File: src/rtl/owm_pkg.sv
package owm_pkg;
    typedef enum logic [2:0] {
        ST_IDLE,
        ST_RST_LOW,
        ST_RST_HIGH,
        ST_SLOT_LOW,
        ST_SLOT_HIGH,
        ST_RECOVER
    } owm_state_t;

    typedef enum logic [1:0] {
        OP_RESET = 2'd0,
        OP_WRITE = 2'd1,
        OP_READ  = 2'd2,
        OP_NONE  = 2'd3
    } owm_op_t;

    function automatic int imax(input int a, input int b);
        return (a > b) ? a : b;
    endfunction
endpackage

File: src/rtl/owm_sync.sv
module owm_sync #(
    parameter int STAGES = 2
) (
    input  logic clk,
    input  logic rst_n,
    input  logic d,
    output logic q
);
    logic [STAGES-1:0] ff;

    always_ff @(posedge clk) begin
        if (!rst_n) ff <= '1;
        else        ff <= {ff[STAGES-2:0], d};
    end

    assign q = ff[STAGES-1];
endmodule

File: src/rtl/owm_tsel.sv
module owm_tsel import owm_pkg::*; #(
    parameter int CNT_W        = 16,
    parameter bit MIXED_NET    = 1'b0,
    parameter int STD_RSTL     = 480,
    parameter int STD_RSTH     = 480,
    parameter int MIX_STD_RSTH = 480,
    parameter int STD_MSP      = 70,
    parameter int STD_W1L      = 6,
    parameter int STD_W0L      = 60,
    parameter int STD_SLOT     = 70,
    parameter int STD_RDS      = 7,
    parameter int STD_REC      = 5,
    parameter int OD_RSTL      = 70,
    parameter int OD_RSTH      = 48,
    parameter int MIX_OD_RSTH  = 48,
    parameter int OD_MSP       = 7,
    parameter int OD_W1L       = 1,
    parameter int OD_W0L       = 6,
    parameter int OD_SLOT      = 8,
    parameter int OD_RDS       = 1,
    parameter int OD_REC       = 1
) (
    input  logic             od,
    output logic [CNT_W-1:0] rstl,
    output logic [CNT_W-1:0] rsth,
    output logic [CNT_W-1:0] msp,
    output logic [CNT_W-1:0] w1l,
    output logic [CNT_W-1:0] w0l,
    output logic [CNT_W-1:0] slot,
    output logic [CNT_W-1:0] rds,
    output logic [CNT_W-1:0] rec
);
    logic [CNT_W-1:0] rsth_std;
    logic [CNT_W-1:0] rsth_od;

    generate
        if (MIXED_NET) begin : g_mixed
            assign rsth_std = CNT_W'(imax(STD_RSTH, MIX_STD_RSTH));
            assign rsth_od  = CNT_W'(imax(OD_RSTH, MIX_OD_RSTH));
        end else begin : g_plain
            assign rsth_std = CNT_W'(STD_RSTH);
            assign rsth_od  = CNT_W'(OD_RSTH);
        end
    endgenerate

    assign rstl = od ? CNT_W'(OD_RSTL) : CNT_W'(STD_RSTL);
    assign rsth = od ? rsth_od         : rsth_std;
    assign msp  = od ? CNT_W'(OD_MSP)  : CNT_W'(STD_MSP);
    assign w1l  = od ? CNT_W'(OD_W1L)  : CNT_W'(STD_W1L);
    assign w0l  = od ? CNT_W'(OD_W0L)  : CNT_W'(STD_W0L);
    assign slot = od ? CNT_W'(OD_SLOT) : CNT_W'(STD_SLOT);
    assign rds  = od ? CNT_W'(OD_RDS)  : CNT_W'(STD_RDS);
    assign rec  = od ? CNT_W'(OD_REC)  : CNT_W'(STD_REC);
endmodule

File: src/rtl/owm_engine.sv
module owm_engine import owm_pkg::*; #(
    parameter int CYC_PER_US   = 125,
    parameter bit MIXED_NET    = 1'b0,
    parameter int SYNC_STAGES  = 2,
    parameter int STD_RSTL     = 480 * CYC_PER_US,
    parameter int STD_RSTH     = 480 * CYC_PER_US,
    parameter int MIX_STD_RSTH = 480 * CYC_PER_US,
    parameter int STD_MSP      = 70 * CYC_PER_US,
    parameter int STD_W1L      = 6 * CYC_PER_US,
    parameter int STD_W0L      = 60 * CYC_PER_US,
    parameter int STD_SLOT     = 70 * CYC_PER_US,
    parameter int STD_RDS      = 7 * CYC_PER_US,
    parameter int STD_REC      = 5 * CYC_PER_US,
    parameter int OD_RSTL      = 70 * CYC_PER_US,
    parameter int OD_RSTH      = 48 * CYC_PER_US,
    parameter int MIX_OD_RSTH  = 48 * CYC_PER_US,
    parameter int OD_MSP       = 7 * CYC_PER_US,
    parameter int OD_W1L       = 1 * CYC_PER_US,
    parameter int OD_W0L       = 6 * CYC_PER_US,
    parameter int OD_SLOT      = 8 * CYC_PER_US,
    parameter int OD_RDS       = 1 * CYC_PER_US,
    parameter int OD_REC       = 1 * CYC_PER_US
) (
    input  logic       clk,
    input  logic       rst_n,
    input  logic       cmd_valid,
    input  logic [1:0] cmd_op,
    input  logic       cmd_bit,
    input  logic       cmd_od,
    input  logic       line_in,
    output logic       drive_n,
    output logic       busy,
    output logic       done,
    output logic       presence,
    output logic       rd_bit
);
    localparam int MAX_STD = imax(imax(imax(STD_RSTL, STD_RSTH), MIX_STD_RSTH),
                                  imax(STD_SLOT, STD_REC));
    localparam int MAX_OD  = imax(imax(imax(OD_RSTL, OD_RSTH), MIX_OD_RSTH),
                                  imax(OD_SLOT, OD_REC));
    localparam int CNT_W   = $clog2(imax(MAX_STD, MAX_OD) + 1);
    localparam logic [CNT_W-1:0] ONE = CNT_W'(1);

    owm_state_t       state_q, state_d;
    logic [CNT_W-1:0] cnt_q, cnt_d;
    owm_op_t          op_q;
    logic             od_q, bit_q, line_s;
    logic             presence_q, rd_q, done_q;
    logic [CNT_W-1:0] t_rstl, t_rsth, t_msp, t_w1l, t_w0l, t_slot, t_rds, t_rec;
    logic [CNT_W-1:0] low_len, high_len;
    logic             accept, psamp, rsamp, fin;

    owm_sync #(.STAGES(SYNC_STAGES)) u_sync (
        .clk(clk), .rst_n(rst_n), .d(line_in), .q(line_s)
    );

    owm_tsel #(
        .CNT_W(CNT_W), .MIXED_NET(MIXED_NET),
        .STD_RSTL(STD_RSTL), .STD_RSTH(STD_RSTH), .MIX_STD_RSTH(MIX_STD_RSTH),
        .STD_MSP(STD_MSP), .STD_W1L(STD_W1L), .STD_W0L(STD_W0L),
        .STD_SLOT(STD_SLOT), .STD_RDS(STD_RDS), .STD_REC(STD_REC),
        .OD_RSTL(OD_RSTL), .OD_RSTH(OD_RSTH), .MIX_OD_RSTH(MIX_OD_RSTH),
        .OD_MSP(OD_MSP), .OD_W1L(OD_W1L), .OD_W0L(OD_W0L),
        .OD_SLOT(OD_SLOT), .OD_RDS(OD_RDS), .OD_REC(OD_REC)
    ) u_tsel (
        .od(od_q), .rstl(t_rstl), .rsth(t_rsth), .msp(t_msp), .w1l(t_w1l),
        .w0l(t_w0l), .slot(t_slot), .rds(t_rds), .rec(t_rec)
    );

    assign accept   = (state_q == ST_IDLE) && cmd_valid && (owm_op_t'(cmd_op) != OP_NONE);
    assign low_len  = (op_q == OP_WRITE && !bit_q) ? t_w0l : t_w1l;
    assign high_len = t_slot - low_len;
    assign psamp    = (state_q == ST_RST_HIGH) && (cnt_q == t_msp - ONE);
    assign rsamp    = (state_q == ST_SLOT_HIGH) && (op_q == OP_READ) && (cnt_q == t_rds - ONE);
    assign fin      = ((state_q == ST_RST_HIGH) && (cnt_q == t_rsth - ONE)) ||
                      ((state_q == ST_RECOVER)  && (cnt_q == t_rec - ONE));

    // next-state logic
    always_comb begin
        state_d = state_q;
        cnt_d   = cnt_q + ONE;
        unique case (state_q)
            ST_IDLE: begin
                cnt_d = '0;
                if (accept)
                    state_d = (owm_op_t'(cmd_op) == OP_RESET) ? ST_RST_LOW : ST_SLOT_LOW;
            end
            ST_RST_LOW:
                if (cnt_q == t_rstl - ONE) begin
                    state_d = ST_RST_HIGH;
                    cnt_d   = '0;
                end
            ST_RST_HIGH:
                if (cnt_q == t_rsth - ONE) begin
                    state_d = ST_IDLE;
                    cnt_d   = '0;
                end
            ST_SLOT_LOW:
                if (cnt_q == low_len - ONE) begin
                    state_d = ST_SLOT_HIGH;
                    cnt_d   = '0;
                end
            ST_SLOT_HIGH:
                if (cnt_q == high_len - ONE) begin
                    state_d = ST_RECOVER;
                    cnt_d   = '0;
                end
            ST_RECOVER:
                if (cnt_q == t_rec - ONE) begin
                    state_d = ST_IDLE;
                    cnt_d   = '0;
                end
            default: begin
                state_d = ST_IDLE;
                cnt_d   = '0;
            end
        endcase
    end

    // state register
    always_ff @(posedge clk) begin
        if (!rst_n) begin
            state_q <= ST_IDLE;
            cnt_q   <= '0;
        end else begin
            state_q <= state_d;
            cnt_q   <= cnt_d;
        end
    end

    // request latch and result registers
    always_ff @(posedge clk) begin
        if (!rst_n) begin
            op_q       <= OP_NONE;
            od_q       <= 1'b0;
            bit_q      <= 1'b0;
            presence_q <= 1'b0;
            rd_q       <= 1'b0;
            done_q     <= 1'b0;
        end else begin
            if (accept) begin
                op_q  <= owm_op_t'(cmd_op);
                od_q  <= cmd_od;
                bit_q <= cmd_bit;
            end
            if (psamp) presence_q <= ~line_s;
            if (rsamp) rd_q       <= line_s;
            done_q <= fin;
        end
    end

    // outputs
    always_comb begin
        drive_n  = !((state_q == ST_RST_LOW) || (state_q == ST_SLOT_LOW));
        busy     = (state_q != ST_IDLE);
        done     = done_q;
        presence = presence_q;
        rd_bit   = rd_q;
    end
endmodule

File: config.mk
export PLATFORM = sky130hd
export DESIGN_NAME = owm_engine
export DESIGN_NICKNAME = d
export VERILOG_FILES = /design/src/rtl/owm_pkg.sv /design/src/rtl/owm_sync.sv /design/src/rtl/owm_tsel.sv /design/src/rtl/owm_engine.sv
export SDC_FILE = /design/constraint.sdc
export NUM_CORES = 1
export LEC_CHECK = 0
export ABC_AREA = 1
export CAP_MARGIN = 30
export CORE_ASPECT_RATIO = 0.8
export CORE_MARGIN = 5
export CORE_UTILIZATION = 55
export DETAILED_ROUTE_END_ITERATION = 6
export GPL_TIMING_DRIVEN = 0
export PLACE_DENSITY = 0.72
export SYNTH_ARGS = -nofsm -noshare
export SYNTH_HDL_FRONTEND = slang
export SYNTH_HIERARCHICAL = 1
export SYNTH_SLANG_ARGS = --single-unit
File: constraint.sdc
create_clock -name clk -period 7.13 [get_ports clk]
set_input_delay 0.713 -clock clk [delete_from_list [all_inputs] [get_ports clk]]
set_output_delay 0.713 -clock clk [all_outputs]
set_load 0.02 [all_outputs]
; ---- After elaboration in Yosys (flattened, before gate mapping)
; Cells that the tools add are included.
[classes]
n_addsub = 9
eq_ne = 21
n_mux = 23
n_bitwise = 1
reduce_logical = 16
[op_table]
columns = op, count
row1 = 16-bit 2-to-1 mux, 8
row2 = 16-bit == test, 7
row3 = 16-bit by 1-bit subtractor with 16-bit output (second input constant), 7
row4 = 16-bit one-hot mux with 5 select lines, 1
row5 = 10-bit 2-to-1 mux, 3
row6 = 14-bit 2-to-1 mux, 2
row7 = 3-bit 2-to-1 mux, 6
row8 = 3-bit one-hot mux with 6 select lines, 1
row9 = 16-bit by 1-bit adder with 16-bit output (second input constant), 1
row10 = 16-bit subtractor, 1
row11 = 13-bit 2-to-1 mux, 1
row12 = 1-bit logical AND, 8
row13 = 2-bit inequality test (second input constant), 4
row14 = 3-bit by 2-bit == test with 1-bit output (second input constant), 2
row15 = 3-bit == test (second input constant), 2
row16 = 2-bit by 1-bit inequality test with 1-bit output (second input constant), 3
row17 = 6-bit AND reduction, 1
row18 = 3-bit by 1-bit == test with 1-bit output (second input constant), 1
row19 = 3-bit zero test, 1
row20 = 3-bit nonzero test, 1
row21 = 2-bit by 1-bit == test with 1-bit output (second input constant), 1
row22 = 2-bit == test (second input constant), 1
row23 = 1-bit zero test, 2
row24 = 2-bit zero test, 1
row25 = other kinds (3), 4
[word_totals]
regBits = 28
in_bits = 8
wordCells = 79

; ---- Depth between registers and ports, before layout
; Gate-level depths: netlist (run 1).
[depth]
depth_word = 8
depth_mapped = 25

; ---- Modules after synthesis
; Netlist (run 1), hierarchy kept.
[by_module_without_submodules]
columns = mod, n_inst, cells_per_inst, area_per_inst_um2
row1 = owm_engine, 1, 1084, 6090.8
row2 = owm_tsel, 1, 130, 964.7
row3 = owm_sync, 1, 6, 55.1

; ---- Worst setup path after synthesis (run 1)
; Ideal clock, no wire load.
[synth_path]
path_type = flip-flop to flip-flop
from = register od_q
to = register cnt_q[12]
setup_time_ns = 0.117
arrival_time_ns = 3.235
required_ns = 7.013
path_slack_ns = 3.778
path_stages_with_launch = 22
n_path_buf = 2
synth_period_minus_slack_ns = 3.352
path_cell_list = dfxtp_1 -> inv_1 -> buf_4 -> inv_1 -> nand2_1 -> nand2_2 -> fa_1 -> nand2_1 -> nand2_1 -> nor2_1 -> nand3_1 -> nor2_1 -> nand3_1 -> nor2_1 -> nand3_1 -> nor2_1 -> nand4_1 -> o21ai_2 -> nand3_2 -> nand2_2 -> buf_6 -> nor2_1
[synth_via]
elab_chain_len = 7
[synth_rtl]
columns = element, line_no
row1 = start: declaration, owm_engine.sv:47  ; logic od_q, bit_q, line_s;
row2 = start signal: assignment, owm_engine.sv:143  ; od_q <= cmd_od;
row3 = 10-bit 2-to-1 mux *, owm_tsel.sv:49  ; assign w1l = od ? CNT_W'(OD_W1L) : CNT_W'(STD_W1L);
row4 = named net t_w1l[1], owm_engine.sv:49  ; logic [CNT_W-1:0] t_rstl, t_rsth, t_msp, t_w1l, t_w0l, t_slot, t_rds, t_rec;
row5 = 16-bit 2-to-1 mux *, owm_engine.sv:71  ; assign low_len = (op_q == OP_WRITE && !bit_q) ? t_w0l : t_w1l;
row6 = 16-bit subtractor, owm_engine.sv:72  ; assign high_len = t_slot - low_len;
row7 = 16-bit by 1-bit subtractor with 16-bit output, owm_engine.sv:104  ; if (cnt_q == high_len - ONE) begin
row8 = 16-bit == test, owm_engine.sv:104
row9 = 16-bit 2-to-1 mux, owm_engine.sv:104
row10 = 16-bit one-hot mux with 5 select lines *, owm_engine.sv:82  ; unique case (state_q)
row11 = end signal: assignment, owm_engine.sv:127  ; cnt_q <= cnt_d;
row12 = end: declaration, owm_engine.sv:45  ; logic [CNT_W-1:0] cnt_q, cnt_d;
; The timed path passes the listed nets; every way through them passes the cells marked *.
; A chain may end at the register's enable or synchronous reset.

; ---- Worst setup path in the final report (run 1)
[layout_path]
from = register od_q
to = register cnt_q[6]
; The elaborated chain is that of the path after synthesis.

==> impl_metrics.yaml, run 1 <==
cts:
  insertion_delay_ps: 260
  cts_setup_buffers: 0
  clkTransAtPathRegs_ps: 70
  cts_max_level: 1
  cts_hold_buffers: 0
  ctsResizeCount: 0
  clock_path_buffers: 2
  cts_tree: "built"
  clockRootBuffer: "clkbuf_16"
  numCtsBuffers: 3
  cts.sinks: 28
worst_setup_path:
  critPathTopFamily: "simple AND/OR/NAND/NOR gates"
  r2r_setup_slack_ps: 3110
  critPathMaxFanout: 19
  cp-start-kind: "flip-flop"
  critPathKind: "flip-flop to flip-flop"
  crit_top_cell: "nor2_1"
  worst-path-buf-inv: 5
  r2r_start: "od_q"
  crit_chain: "inv_1 -> buf_16 -> buf_4 -> inv_1 -> nand2_1 -> nand2_2 -> fa_1 -> nand2_1 -> nand2_1 -> nor2_1 -> nand3_1 -> nor2_1 -> nand3_1 -> nor2_1 -> nand3_1 -> nor2_1 -> nand4_1 -> o21ai_2 -> nand3_2 -> nand2_2 -> buf_6 -> nor2_1"
  crit_required_ps: 7290
  max_stage_delay_ps: 750
  cpMaxStageDelayCell: "dfxtp_1"
  r2r_end: "cnt_q[6]"
  r2r_cells: 22
  end_kind: "flip-flop"
  arrival_ps: 4190
power:
  p_leak_nw: 4.09
  switching_share: 0.496
  p_sw_mw: 0.743
  power_frac_seq: 0.128
  power.internal_mw: 0.754
  power_mw: 1.50
  power_frac_comb: 0.759
  max-vdd-ir-drop_mv: 0.146
  pwr_density_cell_mw_per_mm2: 189
  p_clk_frac: 0.113
timing:
  max_freq_mhz: 249
  finalCritPeriodShare: 0.564
  clock_skew_ps: 6.34
  setup_slack_ps: 3110
  slew_headroom: 0.493
  period_needed_ps: 4020
  drv_slew: 0
  rsz0062_at_grt: "no"
  hold_viol: 0
  finalSetupViolations: 0
  worstMarginPinSlew_ps: 760
  fin_setup_tns_ps: 0
synthesis:
  synth_top_area_frac: 0.158
  syn_avg_cell_area_sq_um: 5.83
  syn_inst: 1220
  yosysSeqAreaShare: 0.0788
  synth-edff-count: 0
  async_flop_share: 0
  synth-main-ff-cell: "dfxtp_1"
  yosys_warnings: 6
  yosysUniqueCellTypes: 48
  yosys.area.top_type: "nand2_1"
  synth_area_sq_mm: 0.00711
  ys_ff_latch: 28
  yosys-top-cells-count: "299 x nand2_1, 151 x nor2_1, 150 x inv_1"
  yosysMostFrequentCell: "nand2_1"
  synthTopCellsByArea: "nand2_1 16%, buf_4 14%, xor2_1 12%, nor2_1 8.0%, inv_1 7.9%"
floorplan:
  die_h_um: 112
  dieArea_sq_mm: 0.0153
  io_pins: 13
  initial_core_util: 0.557
  fp.dieW_um: 137
  coreArea_sq_mm: 0.0128
  rows: 37
drt:
  drt_iter0_drc: 535
  drc_errors: 0
  via_count: 7008
  dr.pass1.iters: 6
  detail_route.vias_per_cell: 4.70
  ant_nets: 0
  wl_per_cell_um: 11.9
  wirelength_um: 17800
global_route:
  first_global_vias: 5882
  grt_max_degree: 20
  grt_pass1_wl_um: 28700
  antenna_found_initial: 0
  grtUsageTotal: 0.228
  gr-total-overflow: 0
finish:
  area_growth_pct: 11.2
  antennaDiodeCount: 0
  layout.nets: 1346
  drive_gt1_frac: 0.152
  utilization: 0.619
placement:
  pre_cts_ws_ps: 3090
  place.port_buffers: 12
  hpwl_um: 14400
  gp_congestion: 0.892
min_path:
  min_path_type: "flip-flop to flip-flop"
  min_to: "u_sync/ff[1]"
  hold_path_depth: 2
  hold_start: "u_sync/ff[0]"
flow_run:
  maxCapViolations: 0
outcome:
  outcome: "completed"
worst reg2reg max path, stage by stage, from the launching register on:
cell and delay (ps):
dfxtp_1 750, inv_1 400, buf_16 270, buf_4 140
inv_1 40, nand2_1 50, nand2_2 130, fa_1 450
nand2_1 80, nand2_1 50, nor2_1 90, nand3_1 80
nor2_1 100, nand3_1 100, nor2_1 140, nand3_1 110
nor2_1 160, nand4_1 160, o21ai_2 180, nand3_2 110
nand2_2 120, buf_6 160, nor2_1 40
cells in the final DEF (no fill, tap or decap), drive strengths merged, types with 2 or more instances in the layout:
cell | netlist | layout
nand3 | 98 | 98
buf | 145 | 147
xor2 | 97 | 97
clkbuf | 6 | 9
o21bai | 5 | 5
a21o | 2 | 2
nor2 | 160 | 160
nor4 | 6 | 6
nand4 | 21 | 21
ha | 19 | 19
conb | 2 | 81
a21oi | 19 | 19
o211ai | 2 | 2
o21ai | 22 | 22
nor3 | 21 | 21
o2111ai | 2 | 2
a211oi | 4 | 4
a22oi | 2 | 2
nand2 | 313 | 313
clkinv | 2 | 2
dfxtp | 28 | 28
or2 | 15 | 15
xnor3 | 2 | 2
xnor2 | 50 | 50
clkdlybuf4s50 | 0 | 12
inv | 153 | 153
and3 | 2 | 2
nand3b | 13 | 13
power groups by stage:
stage	clock network [mW]	registers (mW)	logic [mW]
6_report	0.169	0.192	1.14
5_1_grt	0.176	0.194	1.27
4_1_cts	0.169	0.192	1.10
3_5_place_dp	0	0.196	1.10
3_3_place_gp	0	0.202	1.07
2_1_floorplan	0	0.191	0.904
metrics by stage:
step | hold slack [ps] | cells | area (sq um)
floorplan | 380 | 1299 | 7410
global placement | 391 | 1486 | 7750
detailed placement | 390 | 1488 | 7800
CTS | 406 | 1492 | 7910
global route | 484 | 1492 | 7910
finish | 407 | 1492 | 7910
cells by family (layout without fill, tap and decap cells):
kind of cell,after synthesis,count (layout),synth area share
flip-flops,28,28,0.0788
buffers and inverters,306,324,0.236
adder cells (fa/ha/maj),20,20,0.0362
AO/OA/AOI/OAI,61,61,0.0517
other,2,81,0.00106
XOR/XNOR,150,150,0.191
AND/OR/NAND/NOR,653,653,0.406
layer usage:
metal	track usage	vias up	share of wire
li1	-	3793	-
met1	0.359	3007	0.52
met2	0.351	196	0.41
met3	0.0185	12	0.064
met4	0.0166	0	0.0076
met5	0	-	0
area by class of cell:
| class | instances | area [sq um] |
|---|---|---|
| multi-input cells | 965 | 5170 |
| fillers | 1267 | 4870 |
| plain buffers | 151 | 1090 |
| inverters | 155 | 582 |
| flip-flops and latches | 28 | 561 |
| well taps | 175 | 219 |
| repair buffers | 14 | 175 |
| clock buffers | 3 | 75.1 |
| clock inverters | 1 | 30.0 |
worst max-delay path by stage:
stage,slack (ps),end,startpoint,cells after the start
after floorplan,3780,cnt_q[12],od_q,21
after global placement,2210,cnt_q[3],od_q,21
after detailed placement,3090,cnt_q[4],od_q,22
after CTS,3110,cnt_q[6],od_q,22
after global routing,2770,cnt_q[13],od_q,22
final,3110,cnt_q[6],od_q,22
flip-flops by register name, summed over array words and instances (netlist names):
register / flops
state_q: 3
rd_bit: 1
bit_q: 1
od_q: 1
op_q: 2
done: 1
u_sync/ff: 2
cnt_q: 16
presence: 1
No activity file was read; power rests on OpenSTA's default activity.
==> run 2: changes to the inputs <==
==> constraint.sdc (replaced) <==
create_clock -name clk -period 3.87 [get_ports clk]
set_input_delay 0.387 -clock clk [delete_from_list [all_inputs] [get_ports clk]]
set_output_delay 0.387 -clock clk [all_outputs]
set_load 0.02 [all_outputs]
==> run 2 against run 1 <==
Effect of this change:
- worst hold slack barely moved
- setup slack got worse by 2700 ps
- critical path depth did not move
- register-to-register slack got worse by 2700 ps
- combinational power rose by 83%
- critical endpoint is now cnt_q[4]
==> impl_metrics.yaml, run 2 (synthesis gave the netlist of run 1 again) <==
global_route:
  antenna_found_initial: 0
  grtUsageTotal: 0.228
  gr-total-overflow: 0
  grt_max_degree: 20
  first_global_vias: 5882
  grt_pass1_wl_um: 28700
placement:
  pre_cts_ws_ps: -169
  hpwl_um: 14400
  placed_area_sq_mm: 0.00780
  gp_congestion: 0.892
  place.port_buffers: 12
worst_setup_path:
  crit_chain: "clkinvlp_4 -> buf_16 -> buf_4 -> inv_1 -> nand2_1 -> nand2_2 -> fa_1 -> nand2_1 -> nand2_1 -> nor2_1 -> nand3_1 -> nor2_1 -> nand3_1 -> nor2_1 -> nand3_1 -> nor2_1 -> nand4_1 -> o21ai_2 -> nand3_2 -> nand2_2 -> buf_6 -> nor2_1"
  critPathKind: "flip-flop to flip-flop"
  max_stage_delay_ps: 490
  crit_start: "od_q"
  end_kind: "flip-flop"
  arrival_ps: 3650
  critPathMaxFanout: 19
  cpMaxStageDelayCell: "dfxtp_4"
  crit_top_cell: "nor2_1"
  crit_required_ps: 4030
  r2r_start: "od_q"
  cp-start-kind: "flip-flop"
drt:
  drc_errors: 0
  ant_nets: 0
  wirelength_um: 17700
  drt_iter0_drc: 600
  via_count: 6958
  dr.pass1.iters: 5
  detail_route.vias_per_cell: 4.66
  wl_per_cell_um: 11.9
timing:
  slew_headroom: 0.490
  rsz0062_at_grt: "no"
  finalCritPeriodShare: 0.901
  holdWs_ps: 407
  period_needed_ps: 3490
  drv_slew: 0
  finalSetupViolations: 0
  clock_skew_ps: 6.07
  max_freq_mhz: 287
  hold_viol: 0
  worstMarginPinSlew_ps: 764
  setup_slack_ps: 383
finish:
  drive_gt1_frac: 0.154
  largestRegisters: "cnt_q: 16 flops, state_q: 3 flops"
  design_area_sq_mm: 0.00792
  area_growth_pct: 11.4
  largest_reg_flops: 16
  regMostFlops: "cnt_q"
  layout.nets: 1347
  layout_common_cells: "299 x nand2_1, 151 x nor2_1, 149 x inv_1"
  final_common_cell: "nand2_1"
  antennaDiodeCount: 0
floorplan:
  rows: 37
  coreArea_sq_mm: 0.0128
  die_h_um: 112
  dieArea_sq_mm: 0.0153
  fp.dieW_um: 137
  initial_core_util: 0.557
  io_pins: 13
cts:
  clkTransAtPathRegs_ps: 70
  numCtsBuffers: 3
  cts_max_level: 1
  insertion_delay_ps: 260
  clock_path_buffers: 2
  cts.sinks: 28
  clockRootBuffer: "clkbuf_16"
  cts_hold_buffers: 0
  cts_tree: "built"
power:
  pwr_density_cell_mw_per_mm2: 348
  p_leak_nw: 4.10
  max-vdd-ir-drop_mv: 0.267
  power_mw: 2.76
min_path:
  hold_start: "u_sync/ff[0]"
  min_path_type: "flip-flop to flip-flop"
flow_run:
  maxCapViolations: 0
outcome:
  outcome: "completed"
[run 2: cell types whose count changed in the layout (fill, tap and decap cells not counted)]
cell	delta
buf_4	+1
clkinvlp_4	+1
inv_1	-1
dfxtp_1	-1
dfxtp_4	+1
[run 2: cell type report]
class                           count  area (sq um)
Buffer                            151          1090
Clock inverter                      1          30.0
Timing Repair Buffer               15           183
Inverter                          155           586
Multi-Input combinational cell    965          5170
Sequential cell                    28           564
Clock buffer                        3          75.1
Fill cell                        1267          4860
Tap cell                          175           219
[run 2: power breakdown]
part | leakage, nW | internal [mW] | switching (mW)
sequential | 0.228 | 0.316 | 0.0414
combinational | 3.82 | 0.871 | 1.22
clock | 0.0511 | 0.206 | 0.104
total | 4.10 | 1.39 | 1.37
[run 2: per-layer routing]
metal  up-vias  GRT usage  wire, um
met5         -          0         0
met4         0     0.0166       116
met3        10     0.0185       932
met2       157      0.351      7290
met1      2995      0.359      9390
li1       3796          -         -
[run 2: critical path: cells and delay by family, from the launching register on]
kind	cells	cell delay [ps]
AO/OA/AOI/OAI	1	190
adder cells (fa/ha/maj)	1	450
buffers and inverters	5	710
flip-flops	1	490
AND/OR/NAND/NOR	15	1530
[run 2: path summary, 6_finish.rpt]
path,end,slack [ps],cells after the start
worst max register to register,cnt_q[4],380,22
worst min-delay path,u_sync/ff[1],410,2
worst max-delay path,cnt_q[4],380,22
worst min register to register,u_sync/ff[1],410,2
[run 2: what timing repair did]
| action | CTS | global route |
|---|---|---|
| setup buffers | 0 | 1 |
| gates resized for setup | 1 | 2 |
| setup endpoints to repair | 13 | 12 |
[run 2: through the flow]
step / setup TNS (ps) / utilization / cells
CTS: 0 / 0.619 / 1492
floorplan: 0 / - / 1299
detailed placement: -1890 / 0.611 / 1488
global placement: -18510 / 0.606 / 1486
global route: 0 / 0.620 / 1493
finish: 0 / 0.620 / 1493
